[src/rtl/fmt_pkg.sv]
package fmt_pkg;

    localparam int CNT_W = 8;

    // register indexes selected by the host
    localparam logic [7:0] IDX_PRE1 = 8'h02;
    localparam logic [7:0] IDX_PRE2 = 8'h03;
    localparam logic [7:0] IDX_CTRL = 8'h04;

    // control byte bit positions
    localparam int CB_CLR   = 7;
    localparam int CB_MASK1 = 6;
    localparam int CB_MASK2 = 5;
    localparam int CB_RUN2  = 1;
    localparam int CB_RUN1  = 0;

    typedef struct packed {
        logic mask1;
        logic mask2;
        logic run1;
        logic run2;
    } ctrl_t;

endpackage

[src/rtl/fmt_hostport.sv]
module fmt_hostport
    import fmt_pkg::*;
(
    input  logic             clk,
    input  logic             rst_n,
    input  logic             bus_wr,
    input  logic             bus_sel,
    input  logic [7:0]       bus_wdata,
    output logic [CNT_W-1:0] pre1_o,
    output logic [CNT_W-1:0] pre2_o,
    output ctrl_t            ctrl_o,
    output logic             load1_o,
    output logic             load2_o,
    output logic             clr_o
);

    typedef struct packed {
        logic [7:0]       idx;
        logic [CNT_W-1:0] pre1;
        logic [CNT_W-1:0] pre2;
        ctrl_t            ctrl;
    } port_st_t;

    port_st_t st_d, st_q;
    logic     load1_d, load2_d, clr_d;

    always_comb begin
        st_d    = st_q;
        load1_d = 1'b0;
        load2_d = 1'b0;
        clr_d   = 1'b0;
        if (bus_wr && !bus_sel) begin
            st_d.idx = bus_wdata;
        end else if (bus_wr && bus_sel) begin
            case (st_q.idx)
                IDX_PRE1: st_d.pre1 = bus_wdata[CNT_W-1:0];
                IDX_PRE2: st_d.pre2 = bus_wdata[CNT_W-1:0];
                IDX_CTRL: begin
                    if (bus_wdata[CB_CLR]) begin
                        clr_d = 1'b1;
                    end else begin
                        st_d.ctrl.mask1 = bus_wdata[CB_MASK1];
                        st_d.ctrl.mask2 = bus_wdata[CB_MASK2];
                        st_d.ctrl.run1  = bus_wdata[CB_RUN1];
                        st_d.ctrl.run2  = bus_wdata[CB_RUN2];
                        load1_d = bus_wdata[CB_RUN1] && !st_q.ctrl.run1;
                        load2_d = bus_wdata[CB_RUN2] && !st_q.ctrl.run2;
                    end
                end
                default: ;
            endcase
        end
    end

    always_ff @(posedge clk or negedge rst_n) begin
        if (!rst_n) st_q <= '0;
        else        st_q <= st_d;
    end

    assign pre1_o  = st_q.pre1;
    assign pre2_o  = st_q.pre2;
    assign ctrl_o  = st_q.ctrl;
    assign load1_o = load1_d;
    assign load2_o = load2_d;
    assign clr_o   = clr_d;

    AST_CLR_KEEPS_CTRL: assert property (@(posedge clk) disable iff (!rst_n)
        clr_o |=> $stable(st_q.ctrl));

endmodule

[src/rtl/fmt_ticker.sv]
module fmt_ticker
    import fmt_pkg::*;
#(
    parameter int DIV = 20000
) (
    input  logic             clk,
    input  logic             rst_n,
    input  logic             run_i,
    input  logic             load_i,
    input  logic [CNT_W-1:0] preload_i,
    output logic             ovf_o
);

    localparam int              PW   = (DIV > 1) ? $clog2(DIV) : 1;
    localparam logic [PW-1:0]   LAST = PW'(DIV - 1);
    localparam logic [CNT_W-1:0] TOP = '1;

    typedef struct packed {
        logic [PW-1:0]    presc;
        logic [CNT_W-1:0] cnt;
    } tick_st_t;

    tick_st_t st_d, st_q;
    logic     ovf_d;

    always_comb begin
        st_d  = st_q;
        ovf_d = 1'b0;
        if (load_i) begin
            st_d.presc = '0;
            st_d.cnt   = preload_i;
        end else if (run_i) begin
            if (st_q.presc == LAST) begin
                st_d.presc = '0;
                if (st_q.cnt == TOP) begin
                    st_d.cnt = preload_i;
                    ovf_d    = 1'b1;
                end else begin
                    st_d.cnt = st_q.cnt + CNT_W'(1);
                end
            end else begin
                st_d.presc = st_q.presc + PW'(1);
            end
        end
    end

    always_ff @(posedge clk or negedge rst_n) begin
        if (!rst_n) st_q <= '0;
        else        st_q <= st_d;
    end

    assign ovf_o = ovf_d;

    AST_PRESC_RANGE: assert property (@(posedge clk) disable iff (!rst_n)
        st_q.presc <= LAST);

    AST_RELOAD_ON_WRAP: assert property (@(posedge clk) disable iff (!rst_n)
        ovf_o |=> (st_q.cnt == $past(preload_i)));

    AST_HOLD_WHEN_STOPPED: assert property (@(posedge clk) disable iff (!rst_n)
        (!run_i && !load_i) |=> ($stable(st_q.cnt) && $stable(st_q.presc)));

endmodule

[src/rtl/fmt_flags.sv]
module fmt_flags #(
    parameter bit TWO_OP = 1'b1
) (
    input  logic       clk,
    input  logic       rst_n,
    input  logic       ovf1_i,
    input  logic       ovf2_i,
    input  logic       mask1_i,
    input  logic       mask2_i,
    input  logic       clr_i,
    output logic [7:0] status_o,
    output logic       irq_o
);

    localparam logic [2:0] SIG = TWO_OP ? 3'b110 : 3'b000;

    typedef struct packed {
        logic f1;
        logic f2;
    } flag_st_t;

    flag_st_t st_d, st_q;

    always_comb begin
        st_d = st_q;
        if (clr_i) begin
            st_d = '0;
        end else begin
            if (ovf1_i && !mask1_i) st_d.f1 = 1'b1;
            if (ovf2_i && !mask2_i) st_d.f2 = 1'b1;
        end
    end

    always_ff @(posedge clk or negedge rst_n) begin
        if (!rst_n) st_q <= '0;
        else        st_q <= st_d;
    end

    assign irq_o    = st_q.f1 | st_q.f2;
    assign status_o = {irq_o, st_q.f1, st_q.f2, 2'b00, SIG};

    AST_MASK_BLOCKS_T1: assert property (@(posedge clk) disable iff (!rst_n)
        (mask1_i && !st_q.f1) |=> !st_q.f1);

    AST_MASK_BLOCKS_T2: assert property (@(posedge clk) disable iff (!rst_n)
        (mask2_i && !st_q.f2) |=> !st_q.f2);

    AST_CLR_EMPTIES: assert property (@(posedge clk) disable iff (!rst_n)
        clr_i |=> (!st_q.f1 && !st_q.f2));

    AST_FLAG_STICKY: assert property (@(posedge clk) disable iff (!rst_n)
        (st_q.f1 && !clr_i) |=> st_q.f1);

    AST_SET_NEEDS_OVF: assert property (@(posedge clk) disable iff (!rst_n)
        $rose(st_q.f2) |-> $past(ovf2_i));

endmodule

[src/rtl/fmt_timer_unit.sv]
module fmt_timer_unit
    import fmt_pkg::*;
#(
    parameter longint CLK_FREQ_HZ  = 250_000_000,
    parameter longint T1_PERIOD_NS = 80_000,
    parameter longint T2_PERIOD_NS = 320_000,
    parameter bit     TWO_OP       = 1'b1
) (
    input  logic       clk,
    input  logic       rst_n,
    input  logic       bus_wr,
    input  logic       bus_sel,
    input  logic [7:0] bus_wdata,
    output logic [7:0] status_o,
    output logic       irq_o
);

    localparam int DIV1 = int'(T1_PERIOD_NS * CLK_FREQ_HZ / 64'd1_000_000_000);
    localparam int DIV2 = int'(T2_PERIOD_NS * CLK_FREQ_HZ / 64'd1_000_000_000);

    logic [CNT_W-1:0] pre1, pre2;
    ctrl_t            ctrl;
    logic             load1, load2, clr;
    logic             ovf1, ovf2;

    fmt_hostport u_port (
        .clk       (clk),
        .rst_n     (rst_n),
        .bus_wr    (bus_wr),
        .bus_sel   (bus_sel),
        .bus_wdata (bus_wdata),
        .pre1_o    (pre1),
        .pre2_o    (pre2),
        .ctrl_o    (ctrl),
        .load1_o   (load1),
        .load2_o   (load2),
        .clr_o     (clr)
    );

    fmt_ticker #(.DIV(DIV1)) u_tick1 (
        .clk       (clk),
        .rst_n     (rst_n),
        .run_i     (ctrl.run1),
        .load_i    (load1),
        .preload_i (pre1),
        .ovf_o     (ovf1)
    );

    fmt_ticker #(.DIV(DIV2)) u_tick2 (
        .clk       (clk),
        .rst_n     (rst_n),
        .run_i     (ctrl.run2),
        .load_i    (load2),
        .preload_i (pre2),
        .ovf_o     (ovf2)
    );

    fmt_flags #(.TWO_OP(TWO_OP)) u_flags (
        .clk      (clk),
        .rst_n    (rst_n),
        .ovf1_i   (ovf1),
        .ovf2_i   (ovf2),
        .mask1_i  (ctrl.mask1),
        .mask2_i  (ctrl.mask2),
        .clr_i    (clr),
        .status_o (status_o),
        .irq_o    (irq_o)
    );

endmodule

[config.mk]
export PLATFORM = sky130hd
export DESIGN_NAME = fmt_timer_unit
export DESIGN_NICKNAME = d
export VERILOG_FILES = /design/src/rtl/fmt_pkg.sv /design/src/rtl/fmt_hostport.sv /design/src/rtl/fmt_ticker.sv /design/src/rtl/fmt_flags.sv /design/src/rtl/fmt_timer_unit.sv
export SDC_FILE = /design/constraint.sdc
export NUM_CORES = 1
export LEC_CHECK = 0
export CAP_MARGIN = 5
export CORE_MARGIN = 2
export CORE_UTILIZATION = 60
export CTS_CLUSTER_DIAMETER = 200
export CTS_CLUSTER_SIZE = 10
export DETAILED_ROUTE_END_ITERATION = 10
export PLACE_DENSITY = 0.79
export REMOVE_ABC_BUFFERS = 1
export SKIP_CTS_REPAIR_TIMING = 1
export SYNTH_ARGS = -nofsm -noshare
export SYNTH_HDL_FRONTEND = slang
export SYNTH_HIERARCHICAL = 1
export SYNTH_SLANG_ARGS = --single-unit
[constraint.sdc]
create_clock -name clk -period 3.66 [get_ports clk]
set_clock_uncertainty 0.15 [all_clocks]
set_input_delay 0.549 -clock clk [delete_from_list [all_inputs] [get_ports clk]]
set_output_delay 0.549 -clock clk [all_outputs]
set_load 0.02 [all_outputs]
==> summary.md, run 1 <==
| Metric | Value |
|---|---|
| Status | complete, no violations |
| Seq pwr share | 0.519 |
| CTS Buf Count | 9 |
| Synth area leader | dfrtp_1 |
| WHS | 0.191 ns |
| Max Freq | 0.346 GHz |
| DP Wirelength | 5.72 mm |
| Top FF cell, synth | dfrtp_1 |
| Share of the synthesized area in the top cell type | 0.450 |
| Largest net degree at the start of global routing | 79 |
| Gpl congestion | 0.917 |
| Initial DRC count | 246 |
| Clk buf depth | 2 |
| GR Util met3 | 0.0462 |
| Initial antenna violation count | 0 |
| Gr busiest metal | met2 |
| Slew Limit Headroom | 0.353 |
| Switching Share | 0.259 |
| CP required | 3.73 ns |
| IO buf count | 15 |
| Worst hold path class | primary input to asynchronous set/reset pin |
| CP Max Fanout | 29 |
| Num rows | 30 |
| Crit. End Element | flop |
| P_int | 0.00147 W |
| Setup ws final | 0.771 ns |
| Worst-skew pair later-pin latency | 0.35 ns |
| Fin crit share | 0.789 |
| Ant. Diodes | 0 |
| Post-Syn Area per Cell | 10.0 um^2 |
| Final setup viols | 0 |
| RSZ-0062 raised after global routing | no |
| Core area | 0.00691 mm^2 |
| Wire per inst | 16.1 um |
| DRT Wirelength | 8.45 mm |
| IO Pins | 21 |
| PD cells | 433 mW/mm^2 |
| Die H | 89.0 um |
| Die Area | 0.00793 mm^2 |
| Fin crit period | 2.89 ns |
| Post-place instance area | 0.00437 mm^2 |
| Starting Density | 0.628 |
| Clock power share | 0.365 |
| Leakage | 2.00 nW |
| Nets | 439 |
| Seq/Total Area, Yosys | 0.450 |
| Post-synth EDFFs | 0 |
| Share of post-route cells with drive strength above 1 | 0.145 |
| CTS tree | yes |
| Post-Syn Instances | 432 |
| Via count | 3180 |
| Area growth syn-to-layout | 5.80% |
| Max Cap Violations | 0 |
| Detailed Routing Iterations Pass 1 | 4 |
| First-pass GRT wire length | 14.2 mm |
| Flops & latches, synth | 78 |
| CTS clk-pin slew, worst paths | 0.08 ns |
| Via density | 6.08 |
| Detail Route Antenna Nets | 0 |
| Gr usage total | 0.234 |
| Total net switching power | 0.000515 W |
| Ranking of synthesized cells by area | dfrtp_1 45%, mux2_2 7.3%, buf_4 4.7% |
| Slew Limit Fails | 0 |
| CP arrival | 2.96 ns |
| Fillers | 543 |
| Setup WS pre-CTS | 0.463 ns |
| Clock root cell | clkbuf_8 |
| Synth unique cells | 65 |
| Grt ovf | 0 |
| Final Hold Viols | 0 |
| Critical path class | primary input to flop |
| Global Route met1 Usage | 0.326 |
| Post-route cell area | 0.00459 mm^2 |
| Worst slew pin tran | 0.970 ns |
| GRT met2 Usage | 0.364 |
| Startpoint Class | primary input |
| Htree depth | 3 |
| Yosys synthesis warning count | 6 |
| Post-synthesis cell area | 0.00434 mm^2 |
| Combinational share of power | 0.116 |
| Chip width | 89.0 um |
| Vias in the first global route | 2929 |
| Post-synth ARST share | 1.00 |
| Max VDD drop | 270 uV |
| # DRC | 0 |
| Clk sinks | 78 |
## synthesized netlist by cell type, types with 3 or more instances
library cell and number:
o22ai_1 3, clkbuf_1 8, and3_1 8, nor2b_1 4
nor3b_1 4, buf_6 3, nor4_1 7, xnor2_1 17
a22o_1 3, mux2i_1 3, dfrtp_1 78, nand2_1 26
nor2_1 46, xor2_1 10, inv_1 15, and4b_1 4
nand3_1 22, a21oi_1 13, ha_1 4, nand4_1 12
and4_1 4, nor3_1 11, o21ai_0 8, buf_4 27
o211ai_1 7, nand2b_1 5, mux2_2 28
## routing by layer
layer  wire, um  up-vias
met3        372       20
met4        167        0
met1       3920     1551
met2       3980      108
li1           -     1501
met5          0        -
## final cells by class
| cell class | count | area [um^2] | area share |
|---|---|---|---|
| Clock buffer | 11 | 151 | 0.0330 |
| Clock inverter | 4 | 70.1 | 0.0153 |
| Inverter | 15 | 56.3 | 0.0123 |
| Multi-Input combinational cell | 301 | 2070 | 0.451 |
| Sequential cell | 78 | 1950 | 0.425 |
| Tap cell | 96 | 120 | 0.0262 |
| Timing Repair Buffer | 18 | 170 | 0.0371 |
## power groups by stage
| stage | Combinational, W | Sequential [W] | Clock (W) |
|---|---|---|---|
| 2_1_floorplan | 0.000160 | 0.00103 | 0 |
| 3_3_place_gp | 0.000218 | 0.00104 | 0 |
| 3_5_place_dp | 0.000229 | 0.00104 | 0 |
| 4_1_cts | 0.000232 | 0.00103 | 0.000739 |
| 5_1_grt | 0.000262 | 0.00104 | 0.000775 |
| 6_report | 0.000231 | 0.00103 | 0.000726 |
## cells by family (layout without fill, tap and decap cells)
group	Yosys count	after routing	share of synthesized area
AND/OR/NAND/NOR	178	178	0.236
AO/OA/AOI/OAI	56	56	0.0886
other	2	5	0.00173
multiplexers	31	31	0.0796
XOR/XNOR	27	27	0.0545
adder cells (fa/ha/maj)	4	4	0.0115
flip-flops	78	78	0.450
buffers and inverters	56	48	0.0779
## critical path, cell delays in order
cell             delay (ns)
clkdlybuf4s50_1        0.49
and4bb_2               0.30
nand4b_1               0.19
nor3b_2                0.22
buf_4                  0.30
o211ai_1               0.26
nor4_1                 0.43
xnor2_1                0.16
nor2_1                 0.06
## through the flow
stage               instances  setup TNS (ns)  total power, W  utilization
floorplan                 394          -0.617         0.00119            -
global route              523               0         0.00208        0.664
CTS                       523               0         0.00200        0.664
finish                    523               0         0.00199        0.664
global placement          508               0         0.00126        0.632
detailed placement        508               0         0.00127        0.632
## final timing paths
kind	from	to	slack, ns	cells after the start
min	rst_n	u_tick1/st_q[19]	0.19	1
min reg2reg	u_port/ctrl_o[3]	u_port/ctrl_o[3]	0.35	1
min in group clk	u_port/ctrl_o[3]	u_port/ctrl_o[3]	0.35	1
max reg2reg	u_port/st_q[25]	u_tick1/st_q[21]	0.89	8
max	bus_sel	u_tick1/st_q[21]	0.77	9
max in group asynchronous	rst_n	u_port/st_q[25]	2.54	1
## flip-flops by register name (all words and copies together), names as in the netlist
register,flops
u_port/pre1_o,8
u_port/pre2_o,8
u_port/ctrl_o,4
u_port/st_q,8
u_flags/status_o,2
u_tick2/st_q,25
u_tick1/st_q,23
## cells in the final DEF, fill, tap and decap left out, types with 3 or more instances in the layout
cell type / instances
o22ai_1: 3
nand2b_1: 5
o211ai_1: 7
and4_1: 4
and3_1: 8
dfrtp_1: 78
inv_1: 15
clkbuf_8: 11
nand3_1: 22
xor2_1: 10
nor3_1: 11
nand2_1: 26
and4b_1: 4
conb_1: 5
a21oi_1: 13
mux2_2: 28
buf_4: 4
nor2b_1: 4
nor2_1: 46
ha_1: 4
o21ai_0: 8
xnor2_1: 17
nor4_1: 7
a22o_1: 3
mux2i_1: 3
clkdlybuf4s50_1: 14
nand4_1: 12
Power figures use the tool's default switching activity.
==> run 2, diff against run 1 <==
--- a/config.mk
+++ b/config.mk
@@ -7,11 +7,11 @@
 export LEC_CHECK = 0
 export CAP_MARGIN = 5
 export CORE_MARGIN = 2
-export CORE_UTILIZATION = 60
+export CORE_UTILIZATION = 55
 export CTS_CLUSTER_DIAMETER = 200
 export CTS_CLUSTER_SIZE = 10
 export DETAILED_ROUTE_END_ITERATION = 10
-export PLACE_DENSITY = 0.79
+export PLACE_DENSITY = 0.77
 export REMOVE_ABC_BUFFERS = 1
 export SKIP_CTS_REPAIR_TIMING = 1
 export SYNTH_ARGS = -nofsm -noshare
==> constraint.sdc (replaced) <==
create_clock -name clk -period 2.6 [get_ports clk]
set_clock_uncertainty 0.15 [all_clocks]
set_input_delay 0.39 -clock clk [delete_from_list [all_inputs] [get_ports clk]]
set_output_delay 0.39 -clock clk [all_outputs]
set_load 0.02 [all_outputs]
==> summary.md, run 2 (synthesis gave the netlist of run 1 again) <==
| Metric | Value |
|---|---|
| Max Cap Violations | 0 (unchanged) |
| Non-Filler Instances | 561 (+7.3%) |
| Worst hold path class | flop to flop |
| First-pass GRT wire length | 15.4 mm (+8.5%) |
| WHS | 0.356 ns (+0.165 ns) |
| Setup ws final | 0.178 ns (-0.593 ns) |
| Vias in the first global route | 3203 (+9.4%) |
| DRT Wirelength | 8.84 mm (+4.7%) |
| PD cells | 568 mW/mm^2 (+31%) |
| Crit. End Element | flop |
| Crit-path cells | clkdlybuf4s50_1, and4bb_2, nand4b_1, buf_4, nor3b_2, buf_4, inv_1, o21ai_0, o22ai_1, a22o_1 |
| Commonest non-fill, non-tap cell in the layout | dfrtp_1 |
| Worst hold path depth | 1 |
| CTS Buf Count | 9 (unchanged) |
| Detail Route Antenna Nets | 0 (unchanged) |
| Detailed Routing Iterations Pass 1 | 5 (+1) |
| Clock root cell | clkbuf_8 |
| Initial DRC count | 216 (-12%) |
| IO Pins | 21 (unchanged) |
| Fin crit period | 2.42 ns |
| CP max stage delay | 0.50 ns (about the same) |
| Top flop regs | u_tick2/st_q (25), u_tick1/st_q (23) |
| Fin crit share | 0.932 |
| Startpoint Class | primary input |
| Max VDD drop | 415 uV (+54%) |
| CTS tree | yes |
| Nets | 470 (+7.1%) |
| Worst slew pin tran | 0.613 ns (-0.357 ns) |
| Share of post-route cells with drive strength above 1 | 0.207 (+0.0618) |
| Slowest CP cell | clkdlybuf4s50_1 |
| IO buf count | 15 (unchanged) |
| Gpl congestion | 0.903 (-1.5%) |
| Final Hold Viols | 0 (unchanged) |
| Crit path max-delay family | buffers and inverters |
| Tot Pwr | 0.00275 W (+38%) |
| Die Area | 0.00861 mm^2 (+8.7%) |
| Fillers | 613 (+13%) |
| CP Depth | 10 (+1) |
| Grt ovf | 0 (unchanged) |
| # DRC | 0 (unchanged) |
| Via count | 3286 (+3.3%) |
| Inst Count DP | 544 (+7.1%) |
| Clk sinks | 78 (unchanged) |
| Num rows | 32 (+6.7%) |
| Worst-skew pair later-pin latency | 0.36 ns (about the same) |
| Slew Limit Headroom | 0.587 (+0.234) |
| Wire per inst | 15.8 um (-2.4%) |
| Via density | 5.86 (-3.7%) |
| Final setup viols | 0 (unchanged) |
| Die H | 92.8 um (+4.2%) |
| CP Max Fanout | 9 (-69%) |
| Crit path buffers/inverters | 4 (+2) |
| Core area | 0.00769 mm^2 (+11%) |
| Leakage | 2.15 nW (+7.7%) |
| Ant. Diodes | 0 (unchanged) |
| Max reg flops | 25 (unchanged) |
| Max Freq | 0.413 GHz |
| Area growth syn-to-layout | 11.6% |
| Gr usage total | 0.225 (-0.00930) |
| Chip width | 92.8 um (+4.2%) |
| Clk buf depth | 2 (unchanged) |
| Starting Density | 0.564 (-0.0638) |
| Largest net degree at the start of global routing | 79 (unchanged) |
| Status | complete, no violations |
| RSZ-0062 raised after global routing | no |
| CP arrival | 2.52 ns (-0.44 ns) |
| Setup WS pre-CTS | -0.236 ns (-0.699 ns) |
| Top reg by flops | u_tick2/st_q |
| Critical path class | primary input to flop |
| Worst r2r path cells | 9 (+1) |
| Register area | 0.00195 mm^2 (unchanged) |
| CTS clk-pin slew, worst paths | 0.08 ns (about the same) |
| CP required | 2.70 ns (-1.03 ns) |
| Area of the multi-input gates | 0.00208 mm^2 (+0.54%) |
| Most frequent cells in the layout | 78 x dfrtp_1, 46 x nor2_1, 33 x buf_4 |
| Slew Limit Fails | 0 (unchanged) |
| Htree depth | 3 (unchanged) |
| CP dominant cell by count | buf_4 |
| Initial antenna violation count | 0 (unchanged) |
| DP Wirelength | 6.14 mm (+7.4%) |
[run 2: path summary, 6_finish.rpt]
kind | slack, ns | end | startpoint
max reg2reg | 0.22 | u_tick1/st_q[5] | u_port/st_q[25]
min | 0.36 | u_port/ctrl_o[2] | u_port/ctrl_o[2]
min in group asynchronous | 0.42 | u_tick1/st_q[4] | rst_n
min reg2reg | 0.36 | u_port/ctrl_o[2] | u_port/ctrl_o[2]
max in group asynchronous | 1.53 | u_tick1/st_q[14] | rst_n
max | 0.18 | u_tick1/st_q[5] | bus_sel
[run 2: stage by stage]
step	setup TNS, ns	instance area [um^2]	utilization
floorplan	-26.94	4070	-
global placement	-1.53	4610	0.600
detailed placement	-3.19	4610	0.600
CTS	0	4820	0.627
global route	0	4840	0.630
finish	0	4840	0.630
[run 2: per-layer routing]
layer	track usage	wire length, um
met5	0	0
met1	0.309	3970
met4	0.0821	194
met2	0.352	4260
met3	0.0496	416
[run 2: area by class of cell]
cell class              instances  share of cell area
clock buffers                  10              0.0284
clock inverters                 6              0.0145
inverters                      15              0.0116
multi-input cells             301               0.430
flip-flops and latches         78               0.403
well taps                     102              0.0264
repair buffers                 49              0.0863
[run 2: report_power, final]
group | switching (W) | internal (W)
registers | 0.000133 | 0.00133
clock network | 0.000471 | 0.000476
logic | 0.000169 | 0.000174
total | 0.000772 | 0.00198
